===== config.mk =====
export PLATFORM = sky130hd
export DESIGN_NAME = mod_phase_accum
export DESIGN_NICKNAME = d
export VERILOG_FILES = /design/src/rtl/mod_phase_accum_pkg.sv /design/src/rtl/mod_phase_accum_inreg.sv /design/src/rtl/mod_phase_accum_integrator.sv /design/src/rtl/mod_phase_accum_combiner.sv /design/src/rtl/mod_phase_accum.sv
export SDC_FILE = /design/constraint.sdc
export NUM_CORES = 1
export LEC_CHECK = 0
export ABC_AREA = 1
export BUFFER_PORTS_ARGS = -buffer_cell sky130_fd_sc_hd__buf_4
export CAP_MARGIN = 10
export CORE_ASPECT_RATIO = 0.75
export CORE_MARGIN = 2
export CORE_UTILIZATION = 66
export CTS_CLUSTER_SIZE = 28
export DETAILED_ROUTE_END_ITERATION = 8
export PLACE_DENSITY = 0.87
export SYNTH_ARGS = -nofsm -noshare
export SYNTH_HDL_FRONTEND = slang
export SYNTH_SLANG_ARGS = --single-unit

===== constraint.sdc =====
create_clock -name clk -period 6.7 [get_ports clk]
set_clock_uncertainty 0.05 [all_clocks]
set_input_delay 1.005 -clock clk [delete_from_list [all_inputs] [get_ports clk]]
set_output_delay 1.005 -clock clk [all_outputs]
set_load 0.02 [all_outputs]

===== src/rtl/mod_phase_accum_pkg.sv =====
// Package: shared widths and mode encoding for the modulo phase accumulator.
// Assumes: mode bit 1 enables frequency accumulation, bit 0 enables offset.
package mod_phase_accum_pkg;

    localparam int unsigned PHASE_W  = 32;
    localparam int unsigned COARSE_W = 16;

    typedef enum logic [1:0] {
        PA_PASS = 2'b00,
        PA_OFFS = 2'b01,
        PA_FREQ = 2'b10,
        PA_BOTH = 2'b11
    } pa_mode_e;

    // True when the mode accumulates the word every clock.
    function automatic logic mode_accumulates(input logic [1:0] m);
        return m[1];
    endfunction

    // True when the mode adds the word once as an offset.
    function automatic logic mode_offsets(input logic [1:0] m);
        return m[0];
    endfunction

endpackage


===== src/rtl/mod_phase_accum_inreg.sv =====
// Module: input capture stage.
// Holds the phase word under a clock enable and registers the mode on
// every edge. Assumes a synchronous active-low reset.
module mod_phase_accum_inreg #(
    parameter int unsigned W = 32
) (
    input  logic         clk,
    input  logic         rst_n,
    input  logic         load_en,
    input  logic [W-1:0] word_d,
    input  logic [1:0]   mode_d,
    output logic [W-1:0] word_q,
    output logic [1:0]   mode_q
);

    // Word register: loads only while the enable is high.
    always_ff @(posedge clk) begin
        if (!rst_n) begin
            word_q <= '0;
        end else if (load_en) begin
            word_q <= word_d;
        end
    end

    // Mode register: follows the mode input on every edge.
    always_ff @(posedge clk) begin
        if (!rst_n) begin
            mode_q <= 2'b00;
        end else begin
            mode_q <= mode_d;
        end
    end

endmodule


===== src/rtl/mod_phase_accum_integrator.sv =====
// Module: running-phase register.
// Adds the step every clock while step_en is high, with modulo 2^W wrap.
// Clear has priority over the step. Also exposes the next-state value
// so that the output stage can show the update of the same edge.
module mod_phase_accum_integrator #(
    parameter int unsigned W = 32
) (
    input  logic         clk,
    input  logic         rst_n,
    input  logic         clear,
    input  logic         step_en,
    input  logic [W-1:0] step,
    output logic [W-1:0] acc_q,
    output logic [W-1:0] acc_next
);

    // Next-state selection: clear, step or hold.
    always_comb begin
        if (clear) begin
            acc_next = '0;
        end else if (step_en) begin
            acc_next = acc_q + step;
        end else begin
            acc_next = acc_q;
        end
    end

    // State register for the running phase.
    always_ff @(posedge clk) begin
        if (!rst_n) begin
            acc_q <= '0;
        end else begin
            acc_q <= acc_next;
        end
    end

endmodule


===== src/rtl/mod_phase_accum_combiner.sv =====
// Module: output phase former.
// Pass mode gives the coarse part of the word with zero fine bits. Other
// modes give the running phase, plus the word when offset is enabled.
// The result is registered. Assumes COARSE_W <= W.
module mod_phase_accum_combiner #(
    parameter int unsigned W        = 32,
    parameter int unsigned COARSE_W = 16
) (
    input  logic         clk,
    input  logic         rst_n,
    input  logic [1:0]   mode_q,
    input  logic [W-1:0] word_q,
    input  logic [W-1:0] acc_next,
    output logic [W-1:0] phase_q
);
    import mod_phase_accum_pkg::*;

    localparam int unsigned FINE_W = W - COARSE_W;

    logic [W-1:0] coarse_phase;
    logic [W-1:0] offset_term;
    logic [W-1:0] phase_d;

    // Coarse phase: upper bits kept, fine bits forced to zero.
    generate
        if (FINE_W == 0) begin : g_full
            assign coarse_phase = word_q;
        end else begin : g_split
            assign coarse_phase = {word_q[W-1 -: COARSE_W], {FINE_W{1'b0}}};
        end
    endgenerate

    // Offset term: the word when offset is enabled, else zero.
    assign offset_term = mode_offsets(mode_q) ? word_q : '0;

    // Output selection by registered mode.
    always_comb begin
        if (pa_mode_e'(mode_q) == PA_PASS) begin
            phase_d = coarse_phase;
        end else begin
            phase_d = acc_next + offset_term;
        end
    end

    // Output register.
    always_ff @(posedge clk) begin
        if (!rst_n) begin
            phase_q <= '0;
        end else begin
            phase_q <= phase_d;
        end
    end

endmodule


===== src/rtl/mod_phase_accum.sv =====
// Module: mode-configurable modulo phase accumulator (top).
// Captures a phase word under load_en and registers the mode every edge.
// Accumulates and/or offsets the word and delivers a registered phase in
// units of pi radians, modulo 2^W. Assumes a synchronous active-low reset.
module mod_phase_accum #(
    parameter int unsigned W        = mod_phase_accum_pkg::PHASE_W,
    parameter int unsigned COARSE_W = mod_phase_accum_pkg::COARSE_W
) (
    input  logic         clk,
    input  logic         rst_n,
    input  logic         load_en,
    input  logic         clear,
    input  logic [1:0]   mode,
    input  logic [W-1:0] phase_in,
    output logic [W-1:0] phase_out
);
    import mod_phase_accum_pkg::*;

    logic [W-1:0] word_q;
    logic [1:0]   mode_q;
    logic [W-1:0] acc_q;
    logic [W-1:0] acc_next;
    logic         step_en;

    // Frequency accumulation is enabled by the registered mode.
    assign step_en = mode_accumulates(mode_q);

    mod_phase_accum_inreg #(.W(W)) inreg_i (
        .clk     (clk),
        .rst_n   (rst_n),
        .load_en (load_en),
        .word_d  (phase_in),
        .mode_d  (mode),
        .word_q  (word_q),
        .mode_q  (mode_q)
    );

    mod_phase_accum_integrator #(.W(W)) integ_i (
        .clk      (clk),
        .rst_n    (rst_n),
        .clear    (clear),
        .step_en  (step_en),
        .step     (word_q),
        .acc_q    (acc_q),
        .acc_next (acc_next)
    );

    mod_phase_accum_combiner #(.W(W), .COARSE_W(COARSE_W)) comb_i (
        .clk      (clk),
        .rst_n    (rst_n),
        .mode_q   (mode_q),
        .word_q   (word_q),
        .acc_next (acc_next),
        .phase_q  (phase_out)
    );

endmodule


# After elaboration in Yosys (flattened, before gate mapping)
# Index checks and enable logic that the tools add are counted.
[op_classes]
addsub = 2
n_mux = 4
bitwise_logic = 1
reduce_logical = 2
[ops]
columns = ["cell", "count"]
rows = [
  ["$mux W32", 4],
  ["$add A32 B32 Y32", 2],
  ["$logic_not A2 Y1", 1],
  ["$reduce_or A2 Y1", 1],
  ["$not A1 Y1", 1],
]
[word_totals]
regBits = 98
inputBits = 38
out_inout_bits = 32
wordCells = 14

# Longest topological paths before layout
[depth]
depth_word = 5
ltp_mapped = 30

# Modules after synthesis
# From an unflattened synthesis, not the netlist that was laid out.
[unflattened]
cells_unflattened = 1614
hier_area_um2 = 8998.6
[modules_own_cells]
columns = ["mod", "instances", "cells_per_inst", "area_per_inst_um2", "seq_area_each_um2"]
rows = [
  ["mod_phase_accum_integrator", 1, 708, 3829.9, 640.6],
  ["mod_phase_accum_combiner", 1, 697, 3771.1, 640.6],
  ["mod_phase_accum_inreg", 1, 209, 1397.6, 680.7],
]

# Worst setup path before layout
# Ideal clock, no wire load.
[synth_timing]
kind = "reg-to-reg"
from = "register integ_i.acc_q[0]"
to = "register comb_i.phase_q[21]"
setup_time_ns = 0.056
t_arrival_ns = 3.261
required_ns = 6.594
slack_ns = 3.333
path_stages_with_launch = 23
n_path_buf = 0
period_less_slack_ns = 3.367
path_cell_list = "dfxtp_1 > ha_1 > fa_1 > nand3_1 > nand2_2 > a21oi_4 > o21ai_4 > inv_2 > o21ai_0 > xor2_1 > o21ai_0 > inv_1 > ha_1 > a21oi_1 > o21ai_0 > a21oi_1 > o21ai_2 > a21boi_2 > o21ai_1 > or2_1 > nand3_1 > nand2_1 > inv_1"
[synth_via]
elab_chain_cells = 5
[synth_lines]
columns = ["element", "line", "rtl"]
rows = [
  ["start: declaration", "mod_phase_accum_integrator.sv:13", "output logic [W-1:0] acc_q,"],
  ["start signal: assignment", "mod_phase_accum_integrator.sv:33", "acc_q <= acc_next;"],
  ["$add A32 B32 Y32", "mod_phase_accum_integrator.sv:22", "acc_next = acc_q + step;"],
  ["$mux W32", "mod_phase_accum_integrator.sv:21", "end else if (step_en) begin"],
  ["$mux W32", "mod_phase_accum_integrator.sv:19", "if (clear) begin"],
  ["named net acc_next[10]", "mod_phase_accum.sv:22", "logic [W-1:0] acc_next;"],
  ["$add A32 B32 Y32", "mod_phase_accum_combiner.sv:41", "phase_d = acc_next + offset_term;"],
  ["$mux W32", "mod_phase_accum_combiner.sv:38", "if (pa_mode_e'(mode_q) == PA_PASS) begin"],
  ["end signal: assignment", "mod_phase_accum_combiner.sv:50", "phase_q <= phase_d;"],
  ["end: declaration", "mod_phase_accum_combiner.sv:14", "output logic [W-1:0] phase_q"],
]
# The timed path passes the listed nets, and every way through them passes these cells.
# A chain may end at the register's enable or synchronous reset.

# Worst setup path in the final report
[layout_timing]
from = "register inreg_i.word_q[18]"
to = "register comb_i.phase_q[31]"
[layout_via]
elab_chain_cells = 5
[layout_lines]
columns = ["element", "line", "rtl"]
rows = [
  ["start: declaration", "mod_phase_accum_inreg.sv:12", "output logic [W-1:0] word_q,"],
  ["start signal: assignment", "mod_phase_accum_inreg.sv:21", "word_q <= word_d;"],
  ["$add A32 B32 Y32", "mod_phase_accum_integrator.sv:22", ""],
  ["$mux W32", "mod_phase_accum_integrator.sv:21", ""],
  ["$mux W32", "mod_phase_accum_integrator.sv:19", ""],
  ["named net acc_next[25]", "mod_phase_accum.sv:22", ""],
  ["$add A32 B32 Y32", "mod_phase_accum_combiner.sv:41", ""],
  ["$mux W32", "mod_phase_accum_combiner.sv:38", ""],
]
# The timed path passes the listed nets, and every way through them passes these cells.

==> results.cfg <==
[run_status]
outcome = finished, final reports clean

[cells_and_area]
layout_commonest_cell = nor2_1
antenna_cells = 0
area_growth_pct = 11.58
postLayoutCellArea_um2 = 8393
mostFrequentLayoutCells = 229 x nor2_1, 223 x nand2_1, 178 x inv_1, 98 x dfxtp_1, 84 x a21oi_1
nets = 1351
layout-drive-gt1-share_pct = 12.28
fin_cells = 1394

[cts]
cts.sink_count = 98
htree_levels = 3
insertion_delay_ps = 350
cts_root_buffer = clkbuf_16
cts_made_buffers = 9
clockBufferDepth = 2
post_cts_resize_count = 0
post_cts_buffers = 0
clk_pin_slew_ps = 70
cts_tree = done
holdBufCountCts = 0

[logic_synthesis]
syn_area_um2 = 7522
netlist_instances = 1199
synth.distinct_cells = 47
synth_warnings = 0
synth_flop_cell = dfxtp_1
synth_edf_count = 0
syn-mean-instance-area_um2 = 6.274
ys_seq_elements = 98
synth-async-reset-ratio_pct = 0
ys_seq_area_share_pct = 26.08
syn_nets = 1301

[floorplan]
dieWidth_um = 127.3
rows = 33
dieArea_um2 = 12280
core_region_area_um2 = 11020
start_util_pct = 68.23
die_h_um = 96.46
io-pin-count = 70

[placed_design]
place_ws_ps = 2850
dp.cells = 1378
port_buffers = 69
place_area_um2 = 8097
gp_congestion = 0.9483
dp_hpwl_um = 15800

[global_routing]
grt_overflow = 0
antenna_found_initial = 0
grt_max_degree = 48
grt_pass1_vias = 7446
grt_pass1_wl_um = 35020
grtUsageTotal_pct = 35.88

[sta]
slew_violations = 0
post-route-min-period_ps = 3990
tightestPinTransition_ps = 1140
fin_ws_ps = 2710
period_share_pct = 59.55
fin_tns_setup_ps = 0
setup_viol = 0
max_freq_mhz = 250.7
hold_violations = 0
relSlewSlack_pct = 23.90
rsz0062_at_grt = false

[setup_path]
critPathKind = flop to flop
crit_path_frequent_cell = nand2_1
critPathLaunchType = flop
worstPathRequired_ps = 6940
crit_slowest_cell = dfxtp_1
cp_max_fo = 6
worstPathCellList = ha_1, a21oi_1, nor2_1, nor2_1, inv_1, a21oi_1, o211ai_2, nand2_1, nand2_1, nand2_1, nand3_1, nand3_2, inv_1, ha_1, nand2_1, inv_1, a21oi_1, o21ai_0, o21bai_1, a21oi_1, nand3_1, nand3_1, nand2_1, inv_1
cpPeakStageDelay_ps = 440
cp.arrival_ps = 4230
r2r_cells = 24
cp-end-kind = flop

[detailed_routing]
wl_per_cell_um = 15.19
dr.pass1.iters = 5
vias = 7824
vias_per_cell = 5.613
ant_nets = 0
wl_um = 21170
drc = 0
drt_iter0_markers = 640

[min_path]
min_path_type = flop to flop
min_path_cells = 2

[pwr]
vdd_drop_max_v = 0.0001611
leakage_nw = 4.564
power.density_nw_per_um2 = 174.2
p_total_mw = 1.462

[job]
maxCapViolCount = 0
[stage by stage]
step                hold slack (ps)  util (%)
floorplan                     423.1         -
global placement              444.8     73.44
detailed placement            451.7     73.44
CTS                           458.7     76.13
global route                  483.2     76.13
finish                        466.2     76.13
[power breakdown]
| group | total, mW | switching [mW] | leakage [nW] | internal [mW] |
|---|---|---|---|---|
| combinational | 0.287 | 0.183 | 3.62 | 0.104 |
| sequential | 0.638 | 0.0247 | 0.805 | 0.614 |
| clock | 0.536 | 0.243 | 0.134 | 0.293 |
[kinds of logic after synthesis]
| kind of cell | count (synthesis) | synth area share [%] |
|---|---|---|
| and+or+nand+nor | 570 | 31.75 |
| AOI/OAI and AO/OA | 232 | 18.21 |
| buffers and inverters | 217 | 11.01 |
| DFF | 98 | 26.08 |
| adders and majority gates | 64 | 10.84 |
| xor gates and xnor gates | 18 | 2.096 |
[cells in the mapped netlist, types with 4 or more instances]
cell,count,area share [%]
nor2_2,5,0.42
or2_2,15,1.2
nand2_2,15,1.2
inv_1,178,8.9
nand3_2,5,0.67
o21ai_1,8,0.53
xor2_1,14,1.6
o211ai_1,6,0.60
a21oi_1,84,5.6
nor2_1,229,11
o21ai_0,79,5.3
dfxtp_1,98,26
clkbuf_1,24,1.2
a31oi_1,4,0.33
ha_1,62,10
o21ai_2,7,0.82
a21oi_2,7,0.82
or2_1,6,0.50
nand2_1,223,11
inv_2,6,0.30
o21bai_1,11,1.1
xnor2_1,4,0.47
nor3_1,11,0.73
a21o_1,9,0.90
nand3_1,51,3.4
[metal layers]
metal	GRT usage (%)	up-vias	wire, um
met2	62.03	360	9437
met4	17.03	0	963
met3	6.388	61	1665
met1	44.02	3481	9105
li1	-	3922	-
met5	0	-	0
[registers in the layout (all words and copies together), names as in the netlist]
signal          flops
comb_i.phase_q     32
inreg_i.word_q     32
integ_i.acc_q      32
inreg_i.mode_q      2
[worst max-delay path, delay by kind of cell (launching register included)]
family          cells  cell delay (ps)
flops               1              440
fa+ha+maj           2              700
buf+inv             4              240
simple gates       11             1030
compound gates      7             1470
[path summary, 6_finish.rpt]
| check | to | slack, ps | startpoint |
|---|---|---|---|
| setup / recovery | comb_i.phase_q[31] | 2710 | inreg_i.word_q[18] |
| setup reg to reg | comb_i.phase_q[31] | 2710 | inreg_i.word_q[18] |
| hold reg to reg | inreg_i.word_q[31] | 470 | inreg_i.word_q[31] |
| hold / removal | inreg_i.word_q[31] | 470 | inreg_i.word_q[31] |
[final cells by class]
| cell class | count | area [um^2] |
|---|---|---|
| Multi-Input combinational cell | 884 | 4732 |
| Clock inverter | 5 | 63.81 |
| Fill cell | 927 | 2631 |
| Inverter | 185 | 694.4 |
| Clock buffer | 11 | 232.7 |
| Timing Repair Buffer | 71 | 533.0 |
| Sequential cell | 98 | 1962 |
| Tap cell | 140 | 175.2 |
No activity file was read; power rests on OpenSTA's default activity.
